**src/rtl/msi_pkg.sv**
```systemverilog
`timescale 1ns/1ps
package msi_pkg;
    typedef enum logic [1:0] {
        ST_I = 2'd0,
        ST_S = 2'd1,
        ST_M = 2'd2
    } line_st_t;

    typedef enum logic [1:0] {
        BC_NONE   = 2'd0,
        BC_RDMISS = 2'd1,
        BC_WRMISS = 2'd2,
        BC_WRBACK = 2'd3
    } bus_cmd_t;
endpackage

```
**src/rtl/msi_line_store.sv**
```systemverilog
`timescale 1ns/1ps
module msi_line_store
    import msi_pkg::*;
#(
    parameter int LINES = 4,
    parameter int TAG_W = 6,
    parameter int BLK_W = 64,
    localparam int IDX_W = $clog2(LINES)
) (
    input  logic             clk,
    input  logic             rst_n,
    // full-line write from the processor side
    input  logic             f_we,
    input  logic [IDX_W-1:0] f_idx,
    input  line_st_t         f_st,
    input  logic [TAG_W-1:0] f_tag,
    input  logic [BLK_W-1:0] f_data,
    // state-only write from the snoop side
    input  logic             s_we,
    input  logic [IDX_W-1:0] s_idx,
    input  line_st_t         s_st,
    // read port 0 (processor)
    input  logic [IDX_W-1:0] r0_idx,
    output line_st_t         r0_st,
    output logic [TAG_W-1:0] r0_tag,
    output logic [BLK_W-1:0] r0_data,
    // read port 1 (snoop)
    input  logic [IDX_W-1:0] r1_idx,
    output line_st_t         r1_st,
    output logic [TAG_W-1:0] r1_tag,
    output logic [BLK_W-1:0] r1_data
);
    line_st_t         st_q   [LINES];
    logic [TAG_W-1:0] tag_q  [LINES];
    logic [BLK_W-1:0] data_q [LINES];

    for (genvar i = 0; i < LINES; i++) begin : g_line
        always_ff @(posedge clk or negedge rst_n) begin
            if (!rst_n) begin
                st_q[i] <= ST_I;
            end else if (f_we && f_idx == IDX_W'(i)) begin
                st_q[i] <= f_st;
            end else if (s_we && s_idx == IDX_W'(i)) begin
                st_q[i] <= s_st;
            end
        end

        always_ff @(posedge clk) begin
            if (f_we && f_idx == IDX_W'(i)) begin
                tag_q[i]  <= f_tag;
                data_q[i] <= f_data;
            end
        end
    end

    assign r0_st   = st_q[r0_idx];
    assign r0_tag  = tag_q[r0_idx];
    assign r0_data = data_q[r0_idx];
    assign r1_st   = st_q[r1_idx];
    assign r1_tag  = tag_q[r1_idx];
    assign r1_data = data_q[r1_idx];

    AST_SNOOP_NEVER_DIRTIES: assert property (@(posedge clk) disable iff (!rst_n)
        s_we |-> (s_st != ST_M));
endmodule

```
**src/rtl/msi_snoop_unit.sv**
```systemverilog
`timescale 1ns/1ps
module msi_snoop_unit
    import msi_pkg::*;
#(
    parameter int BLK_AW = 8,
    parameter int LINES  = 4,
    parameter int BLK_W  = 64,
    localparam int IDX_W = $clog2(LINES),
    localparam int TAG_W = BLK_AW - IDX_W
) (
    input  logic              clk,
    input  logic              rst_n,
    input  logic              snp_valid,
    input  logic [1:0]        snp_cmd,
    input  logic [BLK_AW-1:0] snp_addr,
    input  logic [BLK_AW-1:0] cpu_addr,
    // line lookup
    output logic [IDX_W-1:0]  lk_idx,
    input  line_st_t          ln_st,
    input  logic [TAG_W-1:0]  ln_tag,
    input  logic [BLK_W-1:0]  ln_data,
    // state update
    output logic              s_we,
    output logic [IDX_W-1:0]  s_idx,
    output line_st_t          s_st,
    // same-line collision with the processor side
    output logic              snp_conflict,
    // supply of dirty data
    output logic              snp_supply,
    output logic [BLK_AW-1:0] snp_sup_addr,
    output logic [BLK_W-1:0]  snp_sup_data
);
    logic     tag_match;
    logic     flush;
    bus_cmd_t cmd;

    assign cmd          = bus_cmd_t'(snp_cmd);
    assign lk_idx       = snp_addr[IDX_W-1:0];
    assign s_idx        = snp_addr[IDX_W-1:0];
    assign tag_match    = snp_valid && (ln_st != ST_I) && (ln_tag == snp_addr[BLK_AW-1:IDX_W]);
    assign snp_conflict = snp_valid && (snp_addr[IDX_W-1:0] == cpu_addr[IDX_W-1:0]);

    always_comb begin
        s_we  = 1'b0;
        s_st  = ln_st;
        flush = 1'b0;
        unique case (cmd)
            BC_RDMISS: begin
                if (tag_match && ln_st == ST_M) begin
                    s_we  = 1'b1;
                    s_st  = ST_S;
                    flush = 1'b1;
                end
            end
            BC_WRMISS: begin
                if (tag_match) begin
                    s_we  = 1'b1;
                    s_st  = ST_I;
                    flush = (ln_st == ST_M);
                end
            end
            default: begin
                s_we  = 1'b0;
                flush = 1'b0;
            end
        endcase
    end

    always_ff @(posedge clk or negedge rst_n) begin
        if (!rst_n) begin
            snp_supply   <= 1'b0;
            snp_sup_addr <= '0;
            snp_sup_data <= '0;
        end else begin
            snp_supply <= flush;
            if (flush) begin
                snp_sup_addr <= snp_addr;
                snp_sup_data <= ln_data;
            end
        end
    end

    AST_SUPPLY_FOLLOWS_SNOOP: assert property (@(posedge clk) disable iff (!rst_n)
        snp_supply |-> $past(snp_valid));
endmodule

```
**src/rtl/msi_cpu_fsm.sv**
```systemverilog
`timescale 1ns/1ps
module msi_cpu_fsm
    import msi_pkg::*;
#(
    parameter int BLK_AW = 8,
    parameter int LINES  = 4,
    parameter int WORD_W = 32,
    localparam int IDX_W = $clog2(LINES),
    localparam int TAG_W = BLK_AW - IDX_W,
    localparam int BLK_W = 2 * WORD_W
) (
    input  logic              clk,
    input  logic              rst_n,
    input  logic              cpu_req,
    input  logic              cpu_we,
    input  logic [BLK_AW-1:0] cpu_addr,
    input  logic              cpu_wsel,
    input  logic [WORD_W-1:0] cpu_wdata,
    input  logic              snp_conflict,
    // line lookup
    output logic [IDX_W-1:0]  rd_idx,
    input  line_st_t          ln_st,
    input  logic [TAG_W-1:0]  ln_tag,
    input  logic [BLK_W-1:0]  ln_data,
    // line write
    output logic              f_we,
    output logic [IDX_W-1:0]  f_idx,
    output line_st_t          f_st,
    output logic [TAG_W-1:0]  f_tag,
    output logic [BLK_W-1:0]  f_data,
    // bus master side
    output logic              bus_req,
    input  logic              bus_gnt,
    output bus_cmd_t          bus_cmd,
    output logic [BLK_AW-1:0] bus_addr,
    output logic [BLK_W-1:0]  bus_wdata,
    input  logic              bus_rvalid,
    input  logic [BLK_W-1:0]  bus_rdata,
    // processor handshake
    output logic              cpu_busy,
    output logic              cpu_done,
    output logic [WORD_W-1:0] cpu_rdata
);
    typedef enum logic [2:0] {
        FS_IDLE   = 3'd0,
        FS_WRBACK = 3'd1,
        FS_MISS   = 3'd2,
        FS_FILL   = 3'd3,
        FS_RESP   = 3'd4
    } fsm_t;

    fsm_t              st_q, st_nx;
    logic              r_we, r_wsel;
    logic [BLK_AW-1:0] r_addr;
    logic [WORD_W-1:0] r_wdata;
    logic [WORD_W-1:0] rdata_q;

    logic accept, tag_hit, rd_hit, wr_hit, need_wb;

    function automatic logic [BLK_W-1:0] merge_word(input logic [BLK_W-1:0] blk,
                                                    input logic sel,
                                                    input logic [WORD_W-1:0] w);
        logic [BLK_W-1:0] o;
        o = blk;
        if (sel) o[BLK_W-1:WORD_W] = w;
        else     o[WORD_W-1:0]     = w;
        return o;
    endfunction

    function automatic logic [WORD_W-1:0] pick_word(input logic [BLK_W-1:0] blk,
                                                    input logic sel);
        return sel ? blk[BLK_W-1:WORD_W] : blk[WORD_W-1:0];
    endfunction

    assign rd_idx  = (st_q == FS_IDLE) ? cpu_addr[IDX_W-1:0] : r_addr[IDX_W-1:0];
    assign accept  = (st_q == FS_IDLE) && cpu_req && !snp_conflict;
    assign tag_hit = (ln_st != ST_I) && (ln_tag == cpu_addr[BLK_AW-1:IDX_W]);
    assign rd_hit  = !cpu_we && tag_hit;
    assign wr_hit  = cpu_we && tag_hit && (ln_st == ST_M);
    assign need_wb = (ln_st == ST_M) && (ln_tag != r_addr[BLK_AW-1:IDX_W]);

    // state register and request capture
    always_ff @(posedge clk or negedge rst_n) begin
        if (!rst_n) begin
            st_q    <= FS_IDLE;
            r_we    <= 1'b0;
            r_wsel  <= 1'b0;
            r_addr  <= '0;
            r_wdata <= '0;
            rdata_q <= '0;
        end else begin
            st_q <= st_nx;
            if (accept) begin
                r_we    <= cpu_we;
                r_wsel  <= cpu_wsel;
                r_addr  <= cpu_addr;
                r_wdata <= cpu_wdata;
                if (rd_hit) rdata_q <= pick_word(ln_data, cpu_wsel);
            end
            if (st_q == FS_FILL && bus_rvalid && !r_we)
                rdata_q <= pick_word(bus_rdata, r_wsel);
        end
    end

    // next state
    always_comb begin
        st_nx = st_q;
        unique case (st_q)
            FS_IDLE: begin
                if (accept) begin
                    if (rd_hit || wr_hit)   st_nx = FS_RESP;
                    else if (ln_st == ST_M) st_nx = FS_WRBACK;
                    else                    st_nx = FS_MISS;
                end
            end
            FS_WRBACK: if (!need_wb || bus_gnt) st_nx = FS_MISS;
            FS_MISS:   if (bus_gnt)             st_nx = FS_FILL;
            FS_FILL:   if (bus_rvalid)          st_nx = FS_RESP;
            FS_RESP:                            st_nx = FS_IDLE;
            default:                            st_nx = FS_IDLE;
        endcase
    end

    // outputs
    always_comb begin
        bus_req   = 1'b0;
        bus_cmd   = BC_NONE;
        bus_addr  = r_addr;
        bus_wdata = ln_data;
        f_we      = 1'b0;
        f_idx     = r_addr[IDX_W-1:0];
        f_st      = ST_S;
        f_tag     = r_addr[BLK_AW-1:IDX_W];
        f_data    = bus_rdata;
        cpu_done  = 1'b0;
        unique case (st_q)
            FS_IDLE: begin
                if (accept && wr_hit) begin
                    f_we   = 1'b1;
                    f_idx  = cpu_addr[IDX_W-1:0];
                    f_st   = ST_M;
                    f_tag  = cpu_addr[BLK_AW-1:IDX_W];
                    f_data = merge_word(ln_data, cpu_wsel, cpu_wdata);
                end
            end
            FS_WRBACK: begin
                bus_req  = need_wb;
                bus_cmd  = need_wb ? BC_WRBACK : BC_NONE;
                bus_addr = {ln_tag, r_addr[IDX_W-1:0]};
            end
            FS_MISS: begin
                bus_req = 1'b1;
                bus_cmd = r_we ? BC_WRMISS : BC_RDMISS;
            end
            FS_FILL: begin
                if (bus_rvalid) begin
                    f_we   = 1'b1;
                    f_st   = r_we ? ST_M : ST_S;
                    f_data = r_we ? merge_word(bus_rdata, r_wsel, r_wdata) : bus_rdata;
                end
            end
            FS_RESP: cpu_done = 1'b1;
            default: cpu_done = 1'b0;
        endcase
    end

    assign cpu_busy  = (st_q != FS_IDLE);
    assign cpu_rdata = rdata_q;

    AST_WB_THEN_MISS: assert property (@(posedge clk) disable iff (!rst_n)
        (bus_req && bus_gnt && bus_cmd == BC_WRBACK) |=> (bus_req && bus_cmd != BC_WRBACK));
    AST_DONE_PULSE: assert property (@(posedge clk) disable iff (!rst_n)
        cpu_done |=> !cpu_done);
    AST_STALL_ON_SNOOP: assert property (@(posedge clk) disable iff (!rst_n)
        (cpu_req && !cpu_busy && snp_conflict) |=> !cpu_done);
    AST_FILL_NEEDS_MISS: assert property (@(posedge clk) disable iff (!rst_n)
        (bus_req && bus_cmd == BC_WRMISS) |-> cpu_busy);
endmodule

```
**src/rtl/msi_cache_ctrl.sv**
```systemverilog
`timescale 1ns/1ps
module msi_cache_ctrl
    import msi_pkg::*;
#(
    parameter int BLK_AW = 8,
    parameter int LINES  = 4,
    parameter int WORD_W = 32,
    localparam int IDX_W = $clog2(LINES),
    localparam int TAG_W = BLK_AW - IDX_W,
    localparam int BLK_W = 2 * WORD_W
) (
    input  logic              clk,
    input  logic              rst_n,
    input  logic              cpu_req,
    input  logic              cpu_we,
    input  logic [BLK_AW-1:0] cpu_addr,
    input  logic              cpu_wsel,
    input  logic [WORD_W-1:0] cpu_wdata,
    output logic              cpu_busy,
    output logic              cpu_done,
    output logic [WORD_W-1:0] cpu_rdata,
    output logic              bus_req,
    input  logic              bus_gnt,
    output logic [1:0]        bus_cmd,
    output logic [BLK_AW-1:0] bus_addr,
    output logic [BLK_W-1:0]  bus_wdata,
    input  logic              bus_rvalid,
    input  logic [BLK_W-1:0]  bus_rdata,
    input  logic              snp_valid,
    input  logic [1:0]        snp_cmd,
    input  logic [BLK_AW-1:0] snp_addr,
    output logic              snp_supply,
    output logic [BLK_AW-1:0] snp_sup_addr,
    output logic [BLK_W-1:0]  snp_sup_data
);
    logic [IDX_W-1:0] p_idx, q_idx, f_idx, s_idx;
    line_st_t         p_st, q_st, f_st, s_st;
    logic [TAG_W-1:0] p_tag, q_tag, f_tag;
    logic [BLK_W-1:0] p_data, q_data, f_data;
    logic             f_we, s_we, conflict;
    bus_cmd_t         cmd_e;

    assign bus_cmd = cmd_e;

    msi_line_store #(.LINES(LINES), .TAG_W(TAG_W), .BLK_W(BLK_W)) u_store (
        .clk(clk), .rst_n(rst_n),
        .f_we(f_we), .f_idx(f_idx), .f_st(f_st), .f_tag(f_tag), .f_data(f_data),
        .s_we(s_we), .s_idx(s_idx), .s_st(s_st),
        .r0_idx(p_idx), .r0_st(p_st), .r0_tag(p_tag), .r0_data(p_data),
        .r1_idx(q_idx), .r1_st(q_st), .r1_tag(q_tag), .r1_data(q_data)
    );

    msi_snoop_unit #(.BLK_AW(BLK_AW), .LINES(LINES), .BLK_W(BLK_W)) u_snoop (
        .clk(clk), .rst_n(rst_n),
        .snp_valid(snp_valid), .snp_cmd(snp_cmd), .snp_addr(snp_addr), .cpu_addr(cpu_addr),
        .lk_idx(q_idx), .ln_st(q_st), .ln_tag(q_tag), .ln_data(q_data),
        .s_we(s_we), .s_idx(s_idx), .s_st(s_st),
        .snp_conflict(conflict),
        .snp_supply(snp_supply), .snp_sup_addr(snp_sup_addr), .snp_sup_data(snp_sup_data)
    );

    msi_cpu_fsm #(.BLK_AW(BLK_AW), .LINES(LINES), .WORD_W(WORD_W)) u_fsm (
        .clk(clk), .rst_n(rst_n),
        .cpu_req(cpu_req), .cpu_we(cpu_we), .cpu_addr(cpu_addr), .cpu_wsel(cpu_wsel),
        .cpu_wdata(cpu_wdata), .snp_conflict(conflict),
        .rd_idx(p_idx), .ln_st(p_st), .ln_tag(p_tag), .ln_data(p_data),
        .f_we(f_we), .f_idx(f_idx), .f_st(f_st), .f_tag(f_tag), .f_data(f_data),
        .bus_req(bus_req), .bus_gnt(bus_gnt), .bus_cmd(cmd_e), .bus_addr(bus_addr),
        .bus_wdata(bus_wdata), .bus_rvalid(bus_rvalid), .bus_rdata(bus_rdata),
        .cpu_busy(cpu_busy), .cpu_done(cpu_done), .cpu_rdata(cpu_rdata)
    );

    AST_NO_SUPPLY_ON_OWN_FILL: assert property (@(posedge clk) disable iff (!rst_n)
        (snp_supply && bus_req) |-> (bus_addr != snp_sup_addr || bus_cmd != 2'd1));
endmodule

```
**config.mk**
```make
export PLATFORM = sky130hd
export DESIGN_NAME = msi_cache_ctrl
export DESIGN_NICKNAME = d
export VERILOG_FILES = /design/src/rtl/msi_pkg.sv /design/src/rtl/msi_line_store.sv /design/src/rtl/msi_snoop_unit.sv /design/src/rtl/msi_cpu_fsm.sv /design/src/rtl/msi_cache_ctrl.sv
export SDC_FILE = /design/constraint.sdc
export NUM_CORES = 1
export LEC_CHECK = 0
export ABC_AREA = 1
export CORE_ASPECT_RATIO = 1.2
export CORE_MARGIN = 3
export CORE_UTILIZATION = 57
export CTS_CLUSTER_DIAMETER = 150
export DETAILED_ROUTE_END_ITERATION = 7
export DONT_BUFFER_PORTS = 1
export GPL_TIMING_DRIVEN = 1
export HOLD_SLACK_MARGIN = 0.02
export PLACE_DENSITY_LB_ADDON = 0.1
export SLEW_MARGIN = 20
export SYNTH_ARGS = -nofsm -noshare
export SYNTH_HDL_FRONTEND = slang
export SYNTH_SLANG_ARGS = --single-unit
```
**constraint.sdc**
```tcl
create_clock -name clk -period 8.1 [get_ports clk]
set_clock_uncertainty 0.2 [all_clocks]
set_input_delay 1.215 -clock clk [delete_from_list [all_inputs] [get_ports clk]]
set_output_delay 1.215 -clock clk [all_outputs]
set_load 0.05 [all_outputs]
```
==> flow_metrics.tcl, run 1 <==
set metrics [dict create \
    fraction_of_final_layout_cells_with_drive_strength_greater_than_1_pct 9.22 \
    syn-num-nets 2636 \
    netlist_area_mm2 0.0227 \
    timing.final.ws_setup_ps 2310 \
    synth.ff_latch_count 438 \
    postCtsSetupBuffers 0 \
    globalplace.congestion 1.00 \
    grt_setup_unrepaired "false" \
    place_inst 2939 \
    fin_cells 3022 \
    fp.dieArea_mm2 0.0422 \
    filler_cell_count 3201 \
    antenna_found_initial 0 \
    final-max-slew-violation-count 0 \
    clkLatencyLatePin_ps 590 \
    criticalPathCategory "register to output pin" \
    pwr_density_cell_mw_per_mm2 469 \
    clockBufferDepth 3 \
    post_cts_hold_buffers 0 \
    violations "design-rule violations" \
    routed_wl_um 82800 \
    dp_hpwl_um 58000 \
    hold_path_class "input pin to asynchronous set/reset pin" \
    postCtsResizedCells 0 \
    timing.max_cap.violations 0 \
    die_h_um 224 \
    setup_tns_ps 0 \
    slew-limit-headroom_pct 22.9 \
    timing.critical_path.arrival_ps 4380 \
    placement.setup.worst_slack_ps 2310 \
    first_pass_iters 8 \
    grt_pass1_wl_um 121000 \
    final_period_minus_worst_setup_slack_ps 5790 \
    core.rowCount 79 \
    floorplan.io_pins 304 \
    crit_path_end_kind "output pin" \
    ys_warn_count 0 \
    crit_path_start_kind "register" \
    clk_root_buffer_cell "sky130_fd_sc_hd__clkbuf_16" \
    most_frequent_standard_cell_in_the_layout_excluding_fill_and_tap_cells "sky130_fd_sc_hd__nand2_1" \
    clock_sink_count 438 \
    static-leakage-power_nw 10.1 \
    post-route-period-util_pct 71.5 \
    die-width_um 188 \
    syn-mean-instance-area_um2 9.02 \
    vias 19800 \
    post-route-drc-count 1 \
    critical_path.max_fanout 60 \
    core_area_mm2 0.0390 \
    max-vdd-ir-drop_mv 0.347 \
    worst_pin_slew_ps 1160 \
    post_synth_num_cell_types 41 \
    globalRoute.totalOverflow 0 \
    nNetsFinal 2583 \
    setup-violations-final 0 \
    io_buffer_count 0 \
    timing.critical_path.required_ps 6680 \
    post_drt_via_cell_ratio 6.55 \
    grt_start_max_net_pins 159 \
    fin_hold_ws_ps 117 \
    layout_common_cells "609 x sky130_fd_sc_hd__nand2_1, 393 x sky130_fd_sc_hd__o21ai_0, 280 x sky130_fd_sc_hd__edfxtp_1, 192 x sky130_fd_sc_hd__inv_1, 157 x sky130_fd_sc_hd__dfrtp_1" \
    area_growth_pct 9.26 \
    report.final.hold_viol_count 0 \
    start_util_pct 58.0 \
    clkTransAtPathRegs_ps 70 \
    status "complete, but fails checks" \
    cts_tree "yes" \
    first_iter_violations 1952 \
    htreeDepth 2 \
    globalRouteTotalUtil_pct 38.6 \
    fmax_mhz 173 \
    total_clock_buffers_created_by_cts 44 \
    number_of_global_route_vias_before_repair 18900 \
    postSynthCellCount 2512 \
    avgRoutedWirePerCell_um 27.4 \
    synth.yosys.seq_area_share_pct 54.6 \
    route.antenna.remaining_nets 0 \
]
-- path summary, 6_finish.rpt --
path	from	slack [ps]	endpoint	cells after the start
min	rst_n	120	u_fsm.st_q[0]	0
min reg2reg	u_fsm.r_wdata[13]	290	u_fsm.r_wdata[13]	2
max in group asynchronous	rst_n	7240	u_snoop.snp_sup_data[48]	0
max reg2reg	u_fsm.st_q[2]	2560	u_store.data_q[0][24]	14
max	u_fsm.st_q[2]	2310	bus_wdata[39]	8
min in group clk	u_fsm.r_wdata[13]	290	u_fsm.r_wdata[13]	2
-- cell families after synthesis --
family	synth area share (%)
xor+xnor	0.271
compound gates	21.4
flops	54.6
simple gates	16.8
fa+ha+maj	0.110
buf+inv	6.79
-- worst max-delay path: stages (launching register included) --
cell	delay [ps]
sky130_fd_sc_hd__dfrtp_1	390
sky130_fd_sc_hd__inv_1	200
sky130_fd_sc_hd__nand2_4	370
sky130_fd_sc_hd__nand2_8	130
sky130_fd_sc_hd__nand2_4	500
sky130_fd_sc_hd__buf_4	560
sky130_fd_sc_hd__buf_4	600
sky130_fd_sc_hd__o21ai_0	190
sky130_fd_sc_hd__o22ai_2	780
-- metrics by stage --
stage	utilization (%)	total power, W	cell area (um2)
3_3_place_gp	59.6	0.00939	23300
5_1_grt	63.4	0.0120	24700
6_report	63.4	0.0116	24800
4_1_cts	63.4	0.0115	24700
3_5_place_dp	59.6	0.00946	23300
2_1_floorplan	-	0.00743	22700
-- report_power, final --
| group | internal [W] | switching [W] |
|---|---|---|
| clock network | 0.00120 | 0.000890 |
| registers | 0.00295 | 0.000509 |
| logic | 0.00124 | 0.00482 |
-- state kept, by name (all words and copies together) (netlist names) --
signal                flops
u_fsm.r_wdata            32
u_store.tag_q            24
u_snoop.snp_sup_data     64
u_fsm.r_we                1
u_fsm.r_addr              8
u_fsm.st_q                3
u_store.data_q          256
u_fsm.cpu_rdata          32
u_snoop.snp_sup_addr      8
u_snoop.snp_supply        1
u_fsm.r_wsel              1
u_store.st_q              8
-- cell usage after synthesis, drive strengths merged --
cell     instances  share of area, %
nand2          624                11
o21ai          409               9.3
edfxtp         280                37
inv            200               3.3
dfrtp          158                17
nor2           141               2.4
clkbuf         116               1.9
nand3          115               2.8
o22ai           72               2.0
o211ai          71               2.4
a221oi          64               2.5
buf             57               1.5
a22o            51               2.0
a21oi           49               1.1
o221ai          28               1.1
o2111ai         19              0.73
nand4           17              0.54
a22oi           11              0.36
nor3             8              0.20
xor2             7              0.27
or2              6              0.17
clkinv           4             0.066
ha               2              0.11
a31oi            1             0.028
nor4             1             0.028
o21bai           1             0.033
-- per-layer routing --
metal  global-route usage [%]  share of wire, %
met2                     63.0                47
met3                     9.56               8.8
met1                     40.1                32
met4                     38.1                12
met5                        0                 0
-- final cells by class --
class | instances | area [um2] | share of cell area, %
Antenna cell | 1 | 2.50 | 0.0101
Sequential cell | 438 | 12400 | 50.0
Tap cell | 526 | 658 | 2.66
Timing Repair Buffer | 74 | 568 | 2.30
Multi-Input combinational cell | 1697 | 8900 | 36.0
Clock inverter | 25 | 268 | 1.08
Inverter | 204 | 768 | 3.10
Clock buffer | 57 | 1220 | 4.92
(Power assumes the default switching activity.)
==> inputs of run 2 (changes only) <==
--- a/config.mk
+++ b/config.mk
@@ -5,7 +5,7 @@
 export SDC_FILE = /design/constraint.sdc
 export NUM_CORES = 1
 export LEC_CHECK = 0
-export ABC_AREA = 1
+export ABC_AREA = 0
 export CORE_ASPECT_RATIO = 1.2
 export CORE_MARGIN = 3
 export CORE_UTILIZATION = 57
==> constraint.sdc (replaced) <==
create_clock -name clk -period 4.7 [get_ports clk]
set_clock_uncertainty 0.2 [all_clocks]
set_input_delay 0.705 -clock clk [delete_from_list [all_inputs] [get_ports clk]]
set_output_delay 0.705 -clock clk [all_outputs]
set_load 0.05 [all_outputs]
==> run 2 against run 1 <==
Compared with the run above: the run now ends clean; first-iteration DRC count shrank 45%; area after synthesis fell by 5.1%; synthesized cell count fell by 47%; cell area shrank 3.4%; core utilization is 1.3 points higher; die area decreased by 4.9%; critical path type unchanged; critical endpoint is now bus_req; largest cell class unchanged; highest routed layer unchanged.
==> flow_metrics.tcl, run 2 <==
set metrics [dict create \
    timing.critical_path.arrival_ps 3410 \
    clkLatencyLatePin_ps 550 \
    routed_wl_um 59500 \
    most_frequent_standard_cell_in_the_layout_excluding_fill_and_tap_cells "sky130_fd_sc_hd__edfxtp_1" \
    antenna_found_initial 0 \
    clkTransAtPathRegs_ps 60 \
    ys_warn_count 0 \
    post_synth_num_cell_types 51 \
    core_area_mm2 0.0370 \
    postCtsSetupBuffers 0 \
    synth.most_common_cell "sky130_fd_sc_hd__edfxtp_1" \
    timing.max_cap.violations 0 \
    grt_start_max_net_pins 159 \
    dp_hpwl_um 36700 \
    num_antenna_cells 0 \
    timing.final.ws_setup_ps 381 \
    criticalPathCategory "register to output pin" \
    route.antenna.remaining_nets 0 \
    clock_power_share_pct 25.0 \
    combinationalPowerShare_pct 38.8 \
    die_h_um 219 \
    critical_path.max_fanout 14 \
    final_util_pct 64.6 \
    slew-limit-headroom_pct 33.4 \
    syn-num-nets 1460 \
    synth_top_flop_cell "sky130_fd_sc_hd__edfxtp_1" \
    start_util_pct 58.1 \
    netlist.area_leader.share_pct 39.1 \
    pwr_density_cell_mw_per_mm2 659 \
    largest_register_ffs 256 \
    nNetsFinal 1443 \
    globalRoute.totalOverflow 0 \
    postSynthCellCount 1336 \
    report.final.hold_viol_count 0 \
    cts_tree "yes" \
    placement.setup.worst_slack_ps 467 \
    layout_common_cells "280 x sky130_fd_sc_hd__edfxtp_1, 156 x sky130_fd_sc_hd__dfrtp_1, 151 x sky130_fd_sc_hd__mux4_2, 134 x sky130_fd_sc_hd__mux2i_1, 123 x sky130_fd_sc_hd__mux2_2" \
    synthTopCellsByCount "280 x sky130_fd_sc_hd__edfxtp_1, 158 x sky130_fd_sc_hd__dfrtp_1, 151 x sky130_fd_sc_hd__mux4_2" \
    post_drt_via_cell_ratio 7.13 \
    yosys-top-cells-area "sky130_fd_sc_hd__edfxtp_1 39%, sky130_fd_sc_hd__dfrtp_1 18%, sky130_fd_sc_hd__mux4_2 16%" \
    async_flop_share_pct 36.1 \
    clock_sink_count 438 \
    area_growth_pct 11.2 \
    core.rowCount 77 \
    worst_pin_slew_ps 992 \
    grt_setup_unrepaired "false" \
    fin_hold_ws_ps 94.1 \
    total_clock_buffers_created_by_cts 45 \
    top_register "u_store.data_q" \
    net_switching_share_of_the_total_power_pct 41.5 \
    avgRoutedWirePerCell_um 32.5 \
    die-width_um 183 \
    synth-edff-count 280 \
    status "complete, no violations" \
    synth.yosys.seq_area_share_pct 57.5 \
    globalplace.congestion 0.816 \
    htreeDepth 2 \
    setup_tns_ps 0 \
    reg_top3 "u_store.data_q: 256 flops, u_snoop.snp_sup_data: 64 flops" \
    filler_cell_count 2655 \
    netSwitchingPower_w 0.00655 \
    first_pass_iters 5 \
    floorplan.io_pins 304 \
    grt_pass1_wl_um 88300 \
    crit_path_start_kind "register" \
    netlist_area_mm2 0.0215 \
    setup-violations-final 0 \
    final-max-slew-violation-count 0 \
    power.internal_w 0.00922 \
    static-leakage-power_nw 8.95 \
    post-route-period-util_pct 91.9 \
    clockBufferDepth 3 \
    number_of_global_route_vias_before_repair 13600 \
    final_period_minus_worst_setup_slack_ps 4320 \
    fraction_of_final_layout_cells_with_drive_strength_greater_than_1_pct 30.5 \
    hold_path_class "input pin to register" \
    first_iter_violations 1078 \
    max-vdd-ir-drop_mv 0.368 \
    timing.critical_path.required_ps 3800 \
    syn-mean-instance-area_um2 16.1 \
    synth_top_cell_by_area "sky130_fd_sc_hd__edfxtp_1" \
    vias 13100 \
    io_buffer_count 0 \
    clk_root_buffer_cell "sky130_fd_sc_hd__clkbuf_16" \
    crit_path_end_kind "output pin" \
    fmax_mhz 232 \
    fp.dieArea_mm2 0.0401 \
    globalRouteTotalUtil_pct 29.8 \
    post-route-drc-count 0 \
    synth.ff_latch_count 438 \
    seq_power_share_pct 36.2 \
]
-- run 2: metrics by stage --
step	cell area, um2	instances	total power [W]
6_report	23900	1830	0.0158
5_1_grt	23900	1830	0.0163
4_1_cts	23900	1829	0.0158
3_5_place_dp	22200	1744	0.0118
3_3_place_gp	22200	1744	0.0118
2_1_floorplan	21500	1336	0.0104
-- run 2: repair_timing --
action / CTS / global route
hold buffers: 1 / 1
resized for setup: 1 / 1
hold endpoints to repair: 158 / 9
endpoints found under the setup margin: 3 / 1
-- run 2: path summary, 6_finish.rpt --
kind,start,endpoint,slack [ps],cells past startpoint
worst min-delay path,snp_addr[5],u_snoop.snp_sup_addr[5],90,1
min in group asynchronous,rst_n,u_snoop.snp_sup_addr[4],650,2
worst max-delay path,u_fsm.r_addr[0],bus_req,380,7
worst max register to register,u_fsm.st_q[0],u_store.data_q[1][58],820,9
worst min register to register,u_fsm.r_wdata[15],u_fsm.r_wdata[15],340,1
max in group asynchronous,rst_n,u_fsm.r_addr[0],2900,2
-- run 2: cells by family after synthesis --
| group | synth area share [%] |
|---|---|
| flip-flops | 57.5 |
| multiplexers | 29.1 |
| AND/OR/NAND/NOR | 4.11 |
| AO/OA/AOI/OAI | 5.98 |
| buffers and inverters | 2.26 |
| XOR/XNOR | 0.937 |
| adder cells (fa/ha/maj) | 0.116 |
-- run 2: area by class of cell --
| cell class | count | area (um2) | share of cell area, % |
|---|---|---|---|
| clock buffer | 57 | 1280 | 5.37 |
| clock inverter | 27 | 384 | 1.61 |
| tap | 474 | 593 | 2.48 |
| inverter | 13 | 48.8 | 0.204 |
| multi-input combinational | 782 | 8790 | 36.8 |
| timing repair buffer | 39 | 453 | 1.89 |
| sequential | 438 | 12400 | 51.7 |
-- run 2: critical path, cell delays in order, from the launching register on --
cell	delay [ps]
sky130_fd_sc_hd__dfrtp_2	610
sky130_fd_sc_hd__mux4_2	550
sky130_fd_sc_hd__mux2i_1	310
sky130_fd_sc_hd__xnor2_1	140
sky130_fd_sc_hd__nor4_2	500
sky130_fd_sc_hd__nand2_1	100
sky130_fd_sc_hd__and3b_1	220
sky130_fd_sc_hd__or2_2	440
-- run 2: power by group through the flow --
stage                     combinational (W)  clock [W]  sequential (W)
final                               0.00612    0.00394         0.00571
after global routing                0.00642    0.00415         0.00577
after CTS                           0.00614    0.00401         0.00569
after detailed placement            0.00607          0         0.00577
after global placement              0.00605          0         0.00573
after floorplan                     0.00490          0         0.00555
-- run 2: metal layers --
metal / global-route usage, % / up-vias / routed length, um
met5: 0 / - / 0
met4: 10.5 / 0 / 2130
met3: 9.41 / 130 / 5910
met2: 49.9 / 654 / 29400
met1: 36.8 / 6892 / 22100
li1: - / 5377 / -
==> inputs of run 3 (changes only) <==
==> constraint.sdc (replaced) <==
create_clock -name clk -period 5 [get_ports clk]
set_clock_uncertainty 0.2 [all_clocks]
set_input_delay 0.75 -clock clk [delete_from_list [all_inputs] [get_ports clk]]
set_output_delay 0.75 -clock clk [all_outputs]
set_load 0.05 [all_outputs]
==> run 3 against run 2 <==
Compared with the run above: cell count fell by 0.55%; critical path depth rose by 3; clock power fell by 17%; setup slack got worse by 100 ps; die area did not move; global-route usage fell by 0.059 points; cell area fell by 1.4%; total power fell by 9.5%; largest cell class unchanged; highest routed layer unchanged.
==> flow_metrics.tcl, run 3 (synthesis gave the netlist of run 2 again) <==
set metrics [dict create \
    antenna_found_initial 0 \
    fmax_mhz 212 \
    clk_root_buffer_cell "sky130_fd_sc_hd__clkbuf_16" \
    avgRoutedWirePerCell_um 32.7 \
    critical_path.max_fanout 14 \
    area_growth_pct 9.62 \
    start_util_pct 58.1 \
    pwr_density_cell_mw_per_mm2 605 \
    die-width_um 183 \
    path_buf_inv 3 \
    grt_pass1_wl_um 88300 \
    routed_wl_um 59400 \
    top_register "u_store.data_q" \
    fp.dieArea_mm2 0.0401 \
    crit_path_start_kind "register" \
    fraction_of_final_layout_cells_with_drive_strength_greater_than_1_pct 28.9 \
    post_cts_hold_buffers 1 \
    total_clock_buffers_created_by_cts 45 \
    slowest_delay_ps 570 \
    globalRouteTotalUtil_pct 29.7 \
    static-leakage-power_nw 8.79 \
    post-route-period-util_pct 94.4 \
    clkLatencyLatePin_ps 570 \
    core_area_mm2 0.0370 \
    reg_top3 "u_store.data_q: 256 flops, u_snoop.snp_sup_data: 64 flops" \
    post_drt_via_cell_ratio 7.11 \
    seq_power_share_pct 37.5 \
    postCtsSetupBuffers 0 \
    power.internal_w 0.00821 \
    crit_path_end_kind "output pin" \
    floorplan.io_pins 304 \
    timing.max_cap.violations 0 \
    status "complete, no violations" \
    first_pass_iters 5 \
    setup_tns_ps 0 \
    final-max-slew-violation-count 0 \
    globalRoute.totalOverflow 0 \
    clkTransAtPathRegs_ps 60 \
    number_of_global_route_vias_before_repair 13200 \
    core.rowCount 77 \
    combinationalPowerShare_pct 39.5 \
    largest_register_ffs 256 \
    io_buffer_count 0 \
    post-route-drc-count 0 \
    timing.critical_path.arrival_ps 3770 \
    timing.critical_path.required_ps 4050 \
    final_design_area_no_fill_mm2 0.0236 \
    vias 12900 \
    grt_start_max_net_pins 159 \
    postCtsResizedCells 0 \
    clock_sink_count 438 \
    fin_hold_ws_ps 26.9 \
    slew-limit-headroom_pct 31.3 \
    netSwitchingPower_w 0.00606 \
    htreeDepth 2 \
    dp_hpwl_um 36400 \
    nNetsFinal 1434 \
    worst_pin_slew_ps 1020 \
    globalplace.congestion 0.819 \
    route.antenna.remaining_nets 0 \
    path_cells "nor3_4, buf_4, inv_1, buf_4, mux2i_1, xnor2_1, nor4_1, nand2_1, and3b_1, or2_2" \
    report.final.hold_viol_count 0 \
    fin_cells 1820 \
    filler_cell_count 2701 \
    critical-path-top-delay-family "simple AND/OR/NAND/NOR gates" \
    criticalPathCategory "register to output pin" \
    setup-violations-final 0 \
    clockBufferDepth 3 \
    placed_area_mm2 0.0221 \
    die_h_um 219 \
    cts_tree "yes" \
    grt_setup_unrepaired "false" \
    final_period_minus_worst_setup_slack_ps 4720 \
    critical_path.most_common_cell "sky130_fd_sc_hd__buf_4" \
    clock_power_share_pct 23.0 \
    layout_common_cells "280 x sky130_fd_sc_hd__edfxtp_1, 157 x sky130_fd_sc_hd__dfrtp_1, 151 x sky130_fd_sc_hd__mux4_2, 134 x sky130_fd_sc_hd__mux2i_1, 123 x sky130_fd_sc_hd__mux2_2" \
    num_antenna_cells 0 \
    first_iter_violations 1062 \
    max-vdd-ir-drop_mv 0.648 \
    net_switching_share_of_the_total_power_pct 42.5 \
    place_inst 1736 \
    cp_slowest_cell "sky130_fd_sc_hd__dfrtp_1" \
    most_frequent_standard_cell_in_the_layout_excluding_fill_and_tap_cells "sky130_fd_sc_hd__edfxtp_1" \
    hold_path_class "input pin to asynchronous set/reset pin" \
]
==> run 3: cell types whose count changed in the layout (fill, tap and decap cells not counted), sizes merged <==
| cell | before | now |
|---|---|---|
| clkinv | 12 | 17 |
| clkbuf | 57 | 59 |
| bufinv | 9 | 4 |
| dlygate4sd3 | 1 | 0 |
| inv | 16 | 15 |
| clkinvlp | 3 | 1 |
| buf | 38 | 30 |
==> run 3: final timing paths <==
kind,start,slack [ps],cells past startpoint,end
hold / removal,rst_n,30,1,u_snoop.snp_sup_data[62]
min in group clk,cpu_wdata[29],130,1,u_fsm.r_wdata[29]
max in group asynchronous,rst_n,3840,1,u_snoop.snp_sup_data[34]
setup / recovery,u_fsm.st_q[0],280,10,bus_req
setup reg to reg,u_fsm.st_q[0],770,11,u_store.data_q[1][13]
hold reg to reg,u_fsm.r_wdata[14],340,1,u_fsm.r_wdata[14]
==> run 3: worst reg2reg max path, cell delays in order, from the launching register on <==
cell and delay, ps:
sky130_fd_sc_hd__dfrtp_1 570, sky130_fd_sc_hd__nor3_4 90, sky130_fd_sc_hd__buf_4 200, sky130_fd_sc_hd__inv_1 250, sky130_fd_sc_hd__buf_4 330, sky130_fd_sc_hd__mux2i_1 380
sky130_fd_sc_hd__xor2_1 190, sky130_fd_sc_hd__o21a_1 390, sky130_fd_sc_hd__nand3_4 380, sky130_fd_sc_hd__nor3_1 280, sky130_fd_sc_hd__or2_4 350, sky130_fd_sc_hd__buf_12 300
==> run 3: layout make-up <==
type / instances / area, um2 / area share [%]
clock buffer: 59 / 1200 / 5.09
clock inverter: 24 / 226 / 0.961
inverter: 13 / 48.8 / 0.207
multi-input combinational: 782 / 8780 / 37.3
sequential: 438 / 12400 / 52.4
tap: 474 / 593 / 2.52
timing repair buffer: 30 / 358 / 1.52
==> run 3: stage by stage <==
step | util (%) | power (W) | setup slack, ps
final | 63.7 | 0.0143 | 278
after global routing | 63.7 | 0.0148 | 62.0
after CTS | 63.7 | 0.0144 | 260
after detailed placement | 59.8 | 0.0110 | 759
after global placement | 59.8 | 0.0110 | 884
after floorplan | - | 0.00982 | 189
==> run 3: power groups by stage <==
stage / Sequential, W / Clock (W) / Combinational [W]
final: 0.00535 / 0.00328 / 0.00564
after global routing: 0.00541 / 0.00348 / 0.00594
after CTS: 0.00534 / 0.00332 / 0.00569
after detailed placement: 0.00541 / 0 / 0.00563
after global placement: 0.00538 / 0 / 0.00561
after floorplan: 0.00521 / 0 / 0.00460
==> run 3: routing by layer <==
metal,wire [um],global-route usage (%),vias to the layer above
met5,0,0,-
met4,1100,6.63,0
met3,6080,8.12,82
met2,29900,50.1,672
met1,22400,39.1,6817
li1,-,-,5367
